`config.mk`:
```
export PLATFORM = sky130hd
export DESIGN_NAME = edge_pulse_timer
export DESIGN_NICKNAME = d
export VERILOG_FILES = /design/src/rtl/ept_pkg.sv /design/src/rtl/ept_edge_det.sv /design/src/rtl/ept_down_cnt.sv /design/src/rtl/ept_ctrl.sv /design/src/rtl/edge_pulse_timer.sv
export SDC_FILE = /design/constraint.sdc
export NUM_CORES = 1
export LEC_CHECK = 0
export ABC_CLOCK_PERIOD_IN_PS = 2420
export CORE_UTILIZATION = 52
export DETAILED_ROUTE_END_ITERATION = 8
export MAX_ROUTING_LAYER = met4
export PLACE_DENSITY = 0.79
export SLEW_MARGIN = 10
export SYNTH_ARGS = -nofsm -noshare
export SYNTH_HDL_FRONTEND = slang
export SYNTH_SLANG_ARGS = --single-unit
```
`constraint.sdc`:
```
create_clock -name clk -period 2.42 [get_ports clk]
set_input_delay 0.242 -clock clk [delete_from_list [all_inputs] [get_ports clk]]
set_output_delay 0.242 -clock clk [all_outputs]
set_load 0.005 [all_outputs]
```
`src/rtl/ept_pkg.sv`:
```
package ept_pkg;

  typedef enum logic [1:0] {
    ST_IDLE  = 2'd0,
    ST_DELAY = 2'd1,
    ST_PULSE = 2'd2
  } tmr_state_e;

endpackage

```
`src/rtl/ept_edge_det.sv`:
```
module ept_edge_det (
  input  logic clk,
  input  logic rst_n,
  input  logic tick,
  input  logic din,
  output logic rise
);

  logic prev_q;
  logic prev_d;

  always_comb begin
    prev_d = din;
  end

  always_ff @(posedge clk or negedge rst_n) begin
    if (!rst_n) begin
      prev_q <= 1'b0;
    end else if (tick) begin
      prev_q <= prev_d;
    end
  end

  assign rise = tick & din & ~prev_q;

endmodule

```
`src/rtl/ept_down_cnt.sv`:
```
module ept_down_cnt #(
  parameter int W = 8
) (
  input  logic         clk,
  input  logic         rst_n,
  input  logic         tick,
  input  logic         load,
  input  logic [W-1:0] load_val,
  output logic [W-1:0] cnt,
  output logic         zero
);

  localparam logic [W-1:0] ONE = W'(1);

  logic [W-1:0] cnt_q;
  logic [W-1:0] cnt_d;

  always_comb begin
    if (load) begin
      cnt_d = load_val;
    end else if (cnt_q != '0) begin
      cnt_d = cnt_q - ONE;
    end else begin
      cnt_d = cnt_q;
    end
  end

  always_ff @(posedge clk or negedge rst_n) begin
    if (!rst_n) begin
      cnt_q <= '0;
    end else if (tick) begin
      cnt_q <= cnt_d;
    end
  end

  assign cnt  = cnt_q;
  assign zero = (cnt_q == '0);

endmodule

```
`src/rtl/ept_ctrl.sv`:
```
module ept_ctrl
  import ept_pkg::*;
#(
  parameter int W = 8
) (
  input  logic         clk,
  input  logic         rst_n,
  input  logic         tick,
  input  logic         rise,
  input  logic         cnt_zero,
  input  logic [W-1:0] dly_set,
  input  logic [W-1:0] len_set,
  output logic         load,
  output logic [W-1:0] load_val,
  output tmr_state_e   state,
  output logic         pulse
);

  localparam logic [W-1:0] ONE = W'(1);

  tmr_state_e   state_q;
  tmr_state_e   state_d;
  logic [W-1:0] len_m1;

  always_comb begin
    len_m1 = (len_set == '0) ? '0 : (len_set - ONE);
  end

  always_comb begin
    state_d  = state_q;
    load     = 1'b0;
    load_val = '0;
    if (tick) begin
      case (state_q)
        ST_IDLE: begin
          if (rise) begin
            load = 1'b1;
            if (dly_set == '0) begin
              state_d  = ST_PULSE;
              load_val = len_m1;
            end else begin
              state_d  = ST_DELAY;
              load_val = dly_set - ONE;
            end
          end
        end
        ST_DELAY: begin
          if (cnt_zero) begin
            state_d  = ST_PULSE;
            load     = 1'b1;
            load_val = len_m1;
          end
        end
        ST_PULSE: begin
          if (cnt_zero) begin
            state_d = ST_IDLE;
          end
        end
        default: state_d = ST_IDLE;
      endcase
    end
  end

  always_ff @(posedge clk or negedge rst_n) begin
    if (!rst_n) begin
      state_q <= ST_IDLE;
    end else if (tick) begin
      state_q <= state_d;
    end
  end

  assign state = state_q;
  assign pulse = (state_q == ST_PULSE);

endmodule

```
`src/rtl/edge_pulse_timer.sv`:
```
module edge_pulse_timer
  import ept_pkg::*;
#(
  parameter int CNT_W = 8
) (
  input  logic             clk,
  input  logic             rst_n,
  input  logic             tick,
  input  logic             trig_in,
  input  logic [CNT_W-1:0] dly_set,
  input  logic [CNT_W-1:0] len_set,
  output logic             pulse_out
);

  logic             rise;
  logic             cnt_load;
  logic [CNT_W-1:0] cnt_init;
  logic [CNT_W-1:0] cnt_q;
  logic             cnt_zero;
  tmr_state_e       state_q;

  ept_edge_det u_edge (
    .clk  (clk),
    .rst_n(rst_n),
    .tick (tick),
    .din  (trig_in),
    .rise (rise)
  );

  ept_down_cnt #(.W(CNT_W)) u_cnt (
    .clk     (clk),
    .rst_n   (rst_n),
    .tick    (tick),
    .load    (cnt_load),
    .load_val(cnt_init),
    .cnt     (cnt_q),
    .zero    (cnt_zero)
  );

  ept_ctrl #(.W(CNT_W)) u_ctrl (
    .clk     (clk),
    .rst_n   (rst_n),
    .tick    (tick),
    .rise    (rise),
    .cnt_zero(cnt_zero),
    .dly_set (dly_set),
    .len_set (len_set),
    .load    (cnt_load),
    .load_val(cnt_init),
    .state   (state_q),
    .pulse   (pulse_out)
  );

endmodule

```
==> flow_summary.ini <==
[global_routing]
antenna_found_initial = 0
track_usage = 0.314
grt_pass1_vias = 1303
grt_pass1_wl_um = 5730
overflow = 0
grt_max_degree = 12

[timing]
slew_headroom = 0.635
hold_viol = 0
fin_skew_ps = 1.24
tns_ps = 0
fin_crit_ps = 2240
setup_viol = 0
worst_slew_pin_slew_ps = 544
finalMaxSlewViolations = 0
timing.fmax_mhz = 447
rsz0062_at_grt = false
min_period_over_period = 0.925

[floorplan]
core_sq_um = 2040
dieHeight_um = 49.5
die_area_sq_um = 2450
rows = 16
start_util = 0.575
ios = 21
dieWidth_um = 49.5

[drt]
wl_per_cell_um = 15.3
avgViaCountPerCell = 6.20
route.vias.total = 1345
dr.pass1.iters = 4
post-route-drc-count = 0
drt-total-wl_um = 3320
drtIter0Drc = 69
postRouteAntennaNets = 0

[layout]
antenna_cells = 0
final_util = 0.771
nets = 216
final_cells = 217
drive_above_1_share = 0.184
layout_common_cells = buf_4, clkdlybuf4s50_1, nor2_1
fin_area_sq_um = 1580
layout_commonest_cell = buf_4
syn2layout_area_growth_pct = 34.2

[setup_path]
critPathSlowestCell = or3b_2
cp-end-kind = flip-flop
path_max_fanout = 5
worstSetupPathType = flip-flop to flip-flop
max_stage_delay_ps = 510
cp.arrival_ps = 2460
start_kind = flip-flop
crit_chain = inv_1 -> ha_1 -> or3b_2 -> nor4_4 -> buf_4 -> a22oi_1 -> nor3_1 -> a211o_1
crit_required_ps = 2650

[place]
hpwl_um = 2640
gp_congestion = 0.866
port_buffers = 20
dp.cells = 213
dpl_cell_area_sq_um = 1550

[cts]
root_buffer = clkbuf_4
post_cts_resized = 0
tritoncts = done
cts_buffer_depth = 2
holdBufCountCts = 0
numCtsBuffers = 3
clkLatencyLatePin_ps = 280
clkTransAtPathRegs_ps = 80
cts_setup_buffers = 0
clkSinkCount = 11
cts_max_level = 1

[synthesis]
synthCells = 148
synth_top_family_by_area = simple AND/OR/NAND/NOR gates
synthMuxAreaShare = 0.0277
synth.yosys.seq_area_share = 0.235
async_reset_ff_frac = 1.00
synth_flop_cell = dfrtp_1
syn_area_sq_um = 1170
synth_nets = 173
synth_compound_area_frac = 0.273
synth_edf_count = 0
synth_adder_area_share = 0.0533
ys_seq_elements = 11
synth_simple_gate_area_frac = 0.336
synth.avg_cell_area_sq_um = 7.93
synth_xor_xnor_area_share = 0.0299
netlist-cell-type-count = 52
yosysWarnings = 0

[power]
ir_drop_mv = 0.616
p_per_area_nw_per_um2 = 558
leakagePower_nw = 0.636
total_power_mw = 0.879

[outcome]
status = complete, no violations

[worst_hold_path]
min-delay-path-class = primary input to asynchronous set/reset pin

[job]
drv_cap = 0
[metrics by stage]
stage	hold WS (ps)	setup slack (ps)
finish	301	183
global route	374	20.2
CTS	322	184
detailed placement	539	-75.6
global placement	521	-62.5
floorplan	-53.6	334
[state kept, by name, indices dropped and copies added, names as in the netlist]
register,cells
u_edge.prev_q,1
u_ctrl.state,2
u_cnt.cnt,8
[cells in the mapped netlist, types with 2 or more instances]
cell      count  area [sq um]
nor4_1        5          31.3
a211o_1       3          26.3
or3_1         4          25.0
o21ai_0       8          40.0
o21a_1        2          15.0
a21o_1        2          15.0
o22ai_1       2          12.5
o32a_1        2          20.0
nor3_1        9          45.0
nand2b_1      3          18.8
xnor2_1       3          26.3
nor3b_1       3          22.5
nand3_1       3          15.0
or4_1         5          37.5
o221ai_1      2          17.5
o21ai_1       4          20.0
nor2b_1       2          12.5
nand2_1       9          33.8
dfrtp_1      11           275
o31ai_1       2          15.0
o211ai_1      2          15.0
ha_1          5          62.6
inv_1        10          37.5
a21oi_1       7          35.0
a21oi_2       2          17.5
nor2_1       12          45.0
[critical path: cells and delay by family, from the launching register on]
family / cells / cell delay (ps)
AND/OR/NAND/NOR: 3 / 1070
flip-flops: 1 / 420
buffers and inverters: 2 / 280
AO/OA/AOI/OAI: 2 / 220
adder cells (fa/ha/maj): 1 / 170
[cells by family after synthesis]
logic type	count (synthesis)
buffers and inverters	13
adders and majority gates	5
DFF	11
AOI/OAI and AO/OA	46
xor gates and xnor gates	4
muxes	3
and+or+nand+nor	66
[layer usage]
metal / up-vias / global-route usage / part of all wire
met3: 4 / 0.0463 / 0.050
met2: 42 / 0.527 / 0.47
met5: - / - / 0
met1: 641 / 0.405 / 0.47
met4: 0 / 0.0571 / 0.0060
li1: 658 / - / -
[where the power goes]
group / leakage, nW / switching, mW / internal (mW)
combinational: 0.492 / 0.201 / 0.198
sequential: 0.129 / 0.0880 / 0.255
clock: 0.0150 / 0.0724 / 0.0641
total: 0.636 / 0.362 / 0.517
[area by class of cell]
cell class / count / area (sq um)
clock buffers: 4 / 26.3
fillers: 157 / 467
inverters: 10 / 37.5
multi-input cells: 124 / 845
flip-flops and latches: 11 / 275
well taps: 27 / 33.8
repair buffers: 41 / 358
[path summary, 6_finish.rpt]
| check | startpoint | end | slack [ps] | cells after the start |
|---|---|---|---|---|
| setup / recovery | u_cnt.cnt[0] | u_cnt.cnt[2] | 180 | 8 |
| setup reg to reg | u_cnt.cnt[0] | u_cnt.cnt[2] | 180 | 8 |
| hold / removal | rst_n | u_cnt.cnt[6] | 300 | 1 |
| min in group clk | u_edge.prev_q | u_edge.prev_q | 560 | 1 |
| hold reg to reg | u_edge.prev_q | u_edge.prev_q | 560 | 1 |
| max in group asynchronous | rst_n | u_ctrl.state[1] | 1770 | 1 |
No activity file was read; power rests on OpenSTA's default activity.
